### config.mk
export PLATFORM = sky130hd
export DESIGN_NAME = bit_test_unit
export DESIGN_NICKNAME = d
export VERILOG_FILES = /design/src/rtl/bt_pkg.sv /design/src/rtl/bt_datapath.sv /design/src/rtl/bt_control.sv /design/src/rtl/bit_test_unit.sv
export SDC_FILE = /design/constraint.sdc
export NUM_CORES = 1
export LEC_CHECK = 0
export ABC_CLOCK_PERIOD_IN_PS = 5400
export BUFFER_PORTS_ARGS = -buffer_cell sky130_fd_sc_hd__buf_2
export CORE_ASPECT_RATIO = 0.8
export CORE_MARGIN = 3
export CORE_UTILIZATION = 54
export CTS_CLUSTER_DIAMETER = 60
export DETAILED_ROUTE_END_ITERATION = 10
export GPL_TIMING_DRIVEN = 1
export PLACE_DENSITY = 0.87
export SETUP_SLACK_MARGIN = 0.1
export SYNTH_ARGS = -nofsm -noshare
export SYNTH_HDL_FRONTEND = slang
export SYNTH_HIERARCHICAL = 1
export SYNTH_SLANG_ARGS = --single-unit
### constraint.sdc
create_clock -name clk -period 5.4 [get_ports clk]
set_input_delay 1.08 -clock clk [delete_from_list [all_inputs] [get_ports clk]]
set_output_delay 1.08 -clock clk [all_outputs]
set_load 0.02 [all_outputs]
### src/rtl/bt_pkg.sv
package bt_pkg;

  localparam logic [7:0] OP_IMM  = 8'h89;
  localparam logic [7:0] OP_ABS  = 8'h2C;
  localparam logic [7:0] OP_DP   = 8'h24;
  localparam logic [7:0] OP_ABSX = 8'h3C;
  localparam logic [7:0] OP_DPX  = 8'h34;

  localparam int FLAG_N = 7;
  localparam int FLAG_V = 6;
  localparam int FLAG_Z = 1;
  localparam logic [7:0] KEEP_MASK = 8'b0011_1101;

  typedef enum logic [2:0] {
    MODE_IMM,
    MODE_ABS,
    MODE_DP,
    MODE_ABSX,
    MODE_DPX,
    MODE_BAD
  } btMode_e;

  typedef struct packed {
    logic load;
    logic live;
  } btStrobe_t;

  function automatic btMode_e decodeMode(input logic [7:0] op);
    case (op)
      OP_IMM:  return MODE_IMM;
      OP_ABS:  return MODE_ABS;
      OP_DP:   return MODE_DP;
      OP_ABSX: return MODE_ABSX;
      OP_DPX:  return MODE_DPX;
      default: return MODE_BAD;
    endcase
  endfunction

  function automatic logic [2:0] baseCycles(input btMode_e m);
    case (m)
      MODE_IMM:  return 3'd2;
      MODE_ABS:  return 3'd4;
      MODE_DP:   return 3'd3;
      MODE_ABSX: return 3'd4;
      MODE_DPX:  return 3'd4;
      default:   return 3'd1;
    endcase
  endfunction

  function automatic logic [1:0] baseLength(input btMode_e m);
    case (m)
      MODE_IMM:  return 2'd2;
      MODE_ABS:  return 2'd3;
      MODE_DP:   return 2'd2;
      MODE_ABSX: return 2'd3;
      MODE_DPX:  return 2'd2;
      default:   return 2'd1;
    endcase
  endfunction

endpackage

### src/rtl/bt_datapath.sv
module bt_datapath
  import bt_pkg::*;
#(
  parameter int DATA_W = 16,
  parameter int CNT_W  = 4
) (
  input  logic              clk,
  input  logic              rstN,
  input  btStrobe_t         strobe,
  input  logic [7:0]        opcode,
  input  logic              accNarrow,
  input  logic [DATA_W-1:0] accVal,
  input  logic [DATA_W-1:0] operand,
  input  logic [DATA_W/2-1:0] dpLow,
  input  logic [DATA_W-1:0] baseAddr,
  input  logic [DATA_W-1:0] xIndex,
  input  logic [7:0]        flagsIn,
  output logic [7:0]        flagsOut,
  output logic [1:0]        instLen,
  output logic [CNT_W-1:0]  cycleCount,
  output logic              invalidOp
);

  localparam int HALF = DATA_W / 2;

  logic [7:0]        opR;
  logic              narrowR;
  logic [DATA_W-1:0] accR;
  logic [DATA_W-1:0] opdR;
  logic              dpNzR;
  logic [DATA_W-1:0] baseR;
  logic [DATA_W-1:0] xR;
  logic [7:0]        flagsR;

  always_ff @(posedge clk) begin
    if (!rstN) begin
      opR     <= 8'h00;
      narrowR <= 1'b1;
      accR    <= '0;
      opdR    <= '0;
      dpNzR   <= 1'b0;
      baseR   <= '0;
      xR      <= '0;
      flagsR  <= 8'h00;
    end else if (strobe.load) begin
      opR     <= opcode;
      narrowR <= accNarrow;
      accR    <= accVal;
      opdR    <= operand;
      dpNzR   <= |dpLow;
      baseR   <= baseAddr;
      xR      <= xIndex;
      flagsR  <= flagsIn;
    end
  end

  btMode_e mode;
  assign mode      = decodeMode(opR);
  assign invalidOp = (mode == MODE_BAD);

  // Lane mask: the upper half of the data path drops out in 8-bit mode.
  logic [DATA_W-1:0] laneMask;
  for (genvar i = 0; i < DATA_W; i++) begin : g_lane
    if (i < HALF) begin : g_low
      assign laneMask[i] = 1'b1;
    end else begin : g_high
      assign laneMask[i] = ~narrowR;
    end
  end

  logic [DATA_W-1:0] andRes;
  logic              topBit;
  logic              nextBit;
  assign andRes  = accR & opdR & laneMask;
  assign topBit  = narrowR ? opdR[HALF-1] : opdR[DATA_W-1];
  assign nextBit = narrowR ? opdR[HALF-2] : opdR[DATA_W-2];

  always_comb begin
    flagsOut = flagsR;
    if (mode != MODE_BAD) begin
      flagsOut[FLAG_Z] = ~|andRes;
      if (mode != MODE_IMM) begin
        flagsOut[FLAG_N] = topBit;
        flagsOut[FLAG_V] = nextBit;
      end
    end
  end

  // Timing penalties
  logic widePen;
  logic dpPen;
  logic pagePen;
  logic pageMoved;
  assign pageMoved = ((({1'b0, baseR} + {1'b0, xR}) >> HALF) != ({1'b0, baseR} >> HALF));
  assign widePen   = (mode != MODE_BAD) && !narrowR;
  assign dpPen     = dpNzR && ((mode == MODE_DP) || (mode == MODE_DPX));
  assign pagePen   = (mode == MODE_ABSX) && pageMoved;

  assign cycleCount = CNT_W'(baseCycles(mode)) + CNT_W'(widePen)
                    + CNT_W'(dpPen) + CNT_W'(pagePen);

  always_comb begin
    instLen = baseLength(mode);
    if ((mode == MODE_IMM) && !narrowR) instLen = 2'd3;
  end

  // Assertions
  a_r4_others_kept: assert property (@(posedge clk) disable iff (!rstN)
    (flagsOut & KEEP_MASK) == (flagsR & KEEP_MASK));
  a_r3_imm_nv_kept: assert property (@(posedge clk) disable iff (!rstN)
    (strobe.live && mode == MODE_IMM) |-> flagsOut[7:6] == flagsR[7:6]);
  a_r10_bad_untouched: assert property (@(posedge clk) disable iff (!rstN)
    invalidOp |-> (flagsOut == flagsR && cycleCount == CNT_W'(1) && instLen == 2'd1));
  a_r9_cycle_bound: assert property (@(posedge clk) disable iff (!rstN)
    (cycleCount >= CNT_W'(1)) && (cycleCount <= CNT_W'(6)));
  a_r1_len_range: assert property (@(posedge clk) disable iff (!rstN)
    !invalidOp |-> (instLen == 2'd2 || instLen == 2'd3));

endmodule

### src/rtl/bt_control.sv
module bt_control
  import bt_pkg::*;
#(
  parameter int CNT_W = 4
) (
  input  logic             clk,
  input  logic             rstN,
  input  logic             start,
  input  logic [CNT_W-1:0] cycleCount,
  output btStrobe_t        strobe,
  output logic             busy,
  output logic             done
);

  logic [CNT_W-1:0] elapsed;

  assign strobe.load = start && !busy;
  assign strobe.live = busy;
  assign done        = busy && (elapsed == cycleCount);

  always_ff @(posedge clk) begin
    if (!rstN) begin
      busy    <= 1'b0;
      elapsed <= '0;
    end else if (strobe.load) begin
      busy    <= 1'b1;
      elapsed <= CNT_W'(1);
    end else if (busy) begin
      if (done) begin
        busy <= 1'b0;
      end else begin
        elapsed <= elapsed + CNT_W'(1);
      end
    end
  end

  a_r11_single_pulse: assert property (@(posedge clk) disable iff (!rstN)
    done |=> !done);
  a_r11_accept: assert property (@(posedge clk) disable iff (!rstN)
    (start && !busy) |=> busy);
  a_r11_hold: assert property (@(posedge clk) disable iff (!rstN)
    (busy && !done) |=> busy);
  a_r11_done_release: assert property (@(posedge clk) disable iff (!rstN)
    done |=> !busy);

endmodule

### src/rtl/bit_test_unit.sv
module bit_test_unit #(
  parameter int DATA_W = 16,
  parameter int CNT_W  = 4
) (
  input  logic              clk,
  input  logic              rstN,
  input  logic              start,
  input  logic [7:0]        opcode,
  input  logic              accNarrow,
  input  logic [DATA_W-1:0] accVal,
  input  logic [DATA_W-1:0] operand,
  input  logic [DATA_W/2-1:0] dpLow,
  input  logic [DATA_W-1:0] baseAddr,
  input  logic [DATA_W-1:0] xIndex,
  input  logic [7:0]        flagsIn,
  output logic              busy,
  output logic              done,
  output logic [7:0]        flagsOut,
  output logic [1:0]        instLen,
  output logic [CNT_W-1:0]  cycleCount,
  output logic              invalidOp
);

  bt_pkg::btStrobe_t strobe;

  bt_control #(.CNT_W(CNT_W)) u_ctrl (
    .clk        (clk),
    .rstN       (rstN),
    .start      (start),
    .cycleCount (cycleCount),
    .strobe     (strobe),
    .busy       (busy),
    .done       (done)
  );

  bt_datapath #(.DATA_W(DATA_W), .CNT_W(CNT_W)) u_dp (
    .clk        (clk),
    .rstN       (rstN),
    .strobe     (strobe),
    .opcode     (opcode),
    .accNarrow  (accNarrow),
    .accVal     (accVal),
    .operand    (operand),
    .dpLow      (dpLow),
    .baseAddr   (baseAddr),
    .xIndex     (xIndex),
    .flagsIn    (flagsIn),
    .flagsOut   (flagsOut),
    .instLen    (instLen),
    .cycleCount (cycleCount),
    .invalidOp  (invalidOp)
  );

endmodule

Word-level counts from Yosys, hierarchy flattened
Cells that the tools add are included.

Register bits: 87. Logic and storage cells: 71. Output and inout port bits: 17. Input port bits: 92.

Reductions and logical operators: 21. Add/subtract/negate cells: 5. Muxes and demuxes: 15. Bitwise gates (word level): 5. Equal/unequal tests: 14.

Operators with widths (count): 16-bit AND (2); 8-bit by 6-bit equality test with 1-bit output, second input constant (4); 16-bit by 16-bit adder with 17-bit output (1); 16-bit OR reduction (1); 3-bit one-hot mux with 5 select lines (1); 1-bit 2-to-1 mux (9); 9-bit by 8-bit inequality test with 1-bit output (1); 3-bit one-hot mux with 3 select lines (1); 4-bit by 1-bit adder with 4-bit output (2); 8-bit equality test, second input constant (1); 8-bit OR reduction (1); 3-bit by 2-bit equality test with 1-bit output, second input constant (2); 3-bit equality test, second input constant (2); 1-bit logical AND (6); 2-bit 2-to-1 mux (3); 3-bit OR reduction (2); 3-bit by 1-bit adder with 4-bit output (1); 4-bit by 1-bit adder with 4-bit output, second input constant (1); 4-bit equality test (1); 2-bit one-hot mux with 2 select lines (1); 2-bit AND reduction (2); 2-bit OR reduction (2); 3-bit by 1-bit equality test with 1-bit output, second input constant (1); 1-bit logical NOT (3); 7 further kinds (9).

Logic depth before layout (Yosys ltp)
Word-level depth: 13. Mapped depth: 17. Mapped depth without buffers: 16.

Modules after synthesis
Netlist, hierarchy kept.

By module, submodules not included: bt_datapath (times used 1, cells an instance 420, area an instance 4150.2 sq um, seq. area each 1641.6 sq um); bt_control (times used 1, cells an instance 33, area an instance 319.1 sq um, seq. area each 100.1 sq um).

Worst setup path before layout
No wires, ideal clock.

Path kind: flip-flop to output port. Start: reg u_dp.baseR[9]. End: out done. Stages on the path, launching flop included: 18. Path slack: 0.699 ns. Buffers on the path: 1. Arrival: 3.621 ns. Required time: 4.320 ns. Cell sequence: dfxtp_1 > ha_1 > clkbuf_1 > nand2_1 > nand3_1 > a31oi_1 > o31ai_1 > xor2_1 > a21o_1 > a31oi_1 > ha_1 > inv_1 > fa_1 > xor2_1 > xor2_1 > nor4_1 > nand2_1 > inv_1.

Longest elaborated chain between the ends: 6.

RTL lines: start: declaration (RTL line bt_datapath.sv:31) `logic [DATA_W-1:0] baseR;`; start signal: assignment (RTL line bt_datapath.sv:51) `baseR <= baseAddr;`; 16-bit by 16-bit adder with 17-bit output (RTL line bt_datapath.sv:94) `assign pageMoved = ((({1'b0, baseR} + {1'b0, xR}) >> HALF) != ({1'b0, baseR} >> HALF));`; 9-bit by 8-bit inequality test with 1-bit output (*) (RTL line bt_datapath.sv:94); 1-bit logical AND (*) (RTL line bt_datapath.sv:97) `assign pagePen = (mode == MODE_ABSX) && pageMoved;`; 4-bit by 1-bit adder with 4-bit output (*) (RTL line bt_datapath.sv:100) `+ CNT_W'(dpPen) + CNT_W'(pagePen);`; via cycleCount[2] (RTL line bit_test_unit.sv:20) `output logic [CNT_W-1:0] cycleCount,`; 4-bit equality test (*) (RTL line bt_control.sv:19) `assign done = busy && (elapsed == cycleCount);`; 1-bit logical AND (*) (RTL line bt_control.sv:19); end: declaration (RTL line bit_test_unit.sv:17) `output logic done,`.

Mark *: on every way through the listed nets, which the timed path passes. The rest lies on a longest branch.

Worst setup path in the final report
Start: reg u_dp.baseR[10]. End: out done.

Longest elaborated chain between the ends: 6.

RTL lines (RTL line): 16-bit by 16-bit adder with 17-bit output (bt_datapath.sv:94); 9-bit by 8-bit inequality test with 1-bit output (*) (bt_datapath.sv:94); 1-bit logical AND (*) (bt_datapath.sv:97); 4-bit by 1-bit adder with 4-bit output (*) (bt_datapath.sv:100); 4-bit equality test (*) (bt_control.sv:19); 1-bit logical AND (*) (bt_control.sv:19).

Every way passes the cells marked *; elsewhere a longest branch is shown, timed or not.

==> results.cfg <==
[route]
drc = 0
vias = 3533
wirelength_mm = 10.2
drt_iter0_markers = 146
avgRoutedWirePerCell_um = 15.5
routed_via_density = 5.34
dr.pass1.iters = 4
ant_nets = 0

[sta]
worst_hold_slack_ps = 526
finalCriticalPeriod_ps = 5160
max-slew-margin-rel_pct = 48.9
tightest_slew_ps = 766
max_freq_mhz = 194
timing.final.crit_share_pct = 95.6
setup_viol = 0
final.setup_skew_ps = 8.39
tns_ps = 0
rsz0062_at_grt = no
hold_violations = 0
slew_viol_final = 0

[clock_tree]
cts_sinks = 87
cts-root-buf = clkbuf_8
cts_buffers = 9
clk_pin_slew_worst_paths_ps = 90
h-tree-depth = 3
cts_tree = yes
clk_latency_ps = 360
clockBufferDepth = 2

[die]
die_area_um2 = 9400
coreArea_um2 = 7710
die_x_um = 108
pin_count = 109
die_height_um = 87.3
start_util_pct = 57.9
num_rows = 28

[critical_path]
critPathKind = register to output port
end_kind = output port
cp_top_family = simple AND/OR/NAND/NOR gates
cp_slowest_cell = or4b_4
path_max_fanout = 6
setup.worst_path.start_class = register
arrival_ps = 4080
crit_chain = ha_4 -> xor2_4 -> o22ai_1 -> or4b_4 -> nor4_2 -> nand3_1 -> nor4_2 -> a31oi_2 -> ha_2 -> inv_1 -> fa_2 -> inv_1 -> xor2_2 -> nor4_2 -> nand2_1 -> inv_1 -> buf_4
r2r_slack_ps = 1320
path_buf_inv = 4
critPathRequiredTime_ps = 4320
max_stage_delay_ps = 540

[status]
status = completed

[synthesis]
synthesis.nets = 564
netlist_area_um2 = 4460
synth.avg_cell_area_um2 = 9.87
synth_cells = 452
ys_warn_count = 6

[power_and_ir_drop]
ir_drop_v = 0.000167
p_leak_uw = 0.00232
powerDensity_nw_per_um2 = 277

[run]
timing.max_cap.violations = 0

[grt]
grt.busiest_layer = met2
grt_overflow = 0
grt_pass1_wl_mm = 16.5
use_met3_pct = 5.78
met1_usage_pct = 29.0
grt_start_max_net_pins = 88
first_global_vias = 3490
grt.total_usage_pct = 21.9
use_met2_pct = 35.0
antenna_found_initial = 0

[layout]
fillCellCount = 611
area_growth_pct = 21.2
final_nets = 663
drive_above_1_share_pct = 29.0
num_antenna_cells = 0

[placement]
port_buffers = 108
gp_congestion = 0.869
dp_hpwl_mm = 7.38

[min_path]
min_path_type = register to register
[where the power goes]
part | switching, uW | total (uW) | internal (uW)
registers | 36.4 | 722 | 686
clock network | 251 | 485 | 235
logic | 143 | 290 | 146
total | 431 | 1500 | 1070
[registers in the layout, summed over array words and instances (netlist names)]
signal and count:
u_dp/opdR 16, u_dp/accR 16, u_ctrl/busy 1, u_dp/dpNzR 1, u_dp/opR 8, u_dp/flagsR 8, u_dp/narrowR 1, u_ctrl/elapsed 4
u_dp/xR 16, u_dp/baseR 16
[per-layer routing]
metal | part of all wire [%] | vias to the layer above
met1 | 47 | 1659
met2 | 47 | 83
li1 | - | 1779
met5 | 0 | -
met4 | 1.2 | 0
met3 | 5.2 | 12
[final timing paths]
| path | start | end | cells past startpoint |
|---|---|---|---|
| min | u_dp/accR[10] | u_dp/accR[10] | 2 |
| max | u_dp/baseR[10] | done | 17 |
| min reg2reg | u_dp/accR[10] | u_dp/accR[10] | 2 |
| max reg2reg | u_dp/baseR[10] | u_ctrl/elapsed[2] | 16 |
[final cells by class]
class                   count  area (um2)  share of cell area [%]
flip-flops and latches     87        1750                    32.3
clock buffers              10         138                    2.54
multi-input cells         330        2700                    49.9
repair buffers            114         588                    10.9
clock inverters             6        75.1                    1.39
well taps                 105         131                    2.43
inverters                   9        33.8                   0.625
[worst register-to-register path: stages, from the launching register on]
cell     delay, ps
dfxtp_2        380
ha_4           340
xor2_4         220
o22ai_1        140
or4b_4         540
nor4_2         190
nand3_1        140
nor4_2         190
a31oi_2        130
ha_2           210
inv_1           70
fa_2           430
inv_1          120
xor2_2         270
o41ai_4        160
or3_1          330
a21oi_1        170
[timing repair]
item,in CTS,in global routing
setup buffers,0,3
pin swaps,1,12
hold endpoints to repair,0,0
setup endpoints to repair,1,1
hold buffers,0,0
resized for setup,4,22
[layout by cell type, fill, tap and decap left out, types with 3 or more instances in the layout]
master    count
nor2_1       10
inv_6         3
xnor2_1       6
dfxtp_1      84
ha_1         12
buf_2       107
a21oi_4       3
buf_4         7
or3_1         3
nand4_1       5
dfxtp_2       3
a21oi_1      15
mux2i_1      84
xor2_1        4
o21ai_0      11
nand3_1      11
o31ai_1       3
nor4_2        3
ha_4          3
xor2_2        5
nor2b_1      81
inv_1         9
a22oi_1       8
ha_2          3
nand2_1      19
nor3_1        4
clkbuf_8     10
[metrics by stage]
stage / power (uW) / instances / cell area [um2] / setup slack [ps] / util, %
finish: 1500 / 661 / 5410 / 235 / 70.2
global route: 1570 / 661 / 5410 / 27.3 / 70.2
CTS: 1490 / 658 / 5270 / 126 / 68.4
detailed placement: 1010 / 642 / 5040 / 544 / 65.4
global placement: 996 / 642 / 5040 / 717 / 65.4
floorplan: 929 / 452 / 4460 / 700 / -
Note: power is estimated with default switching activity, not from simulation.
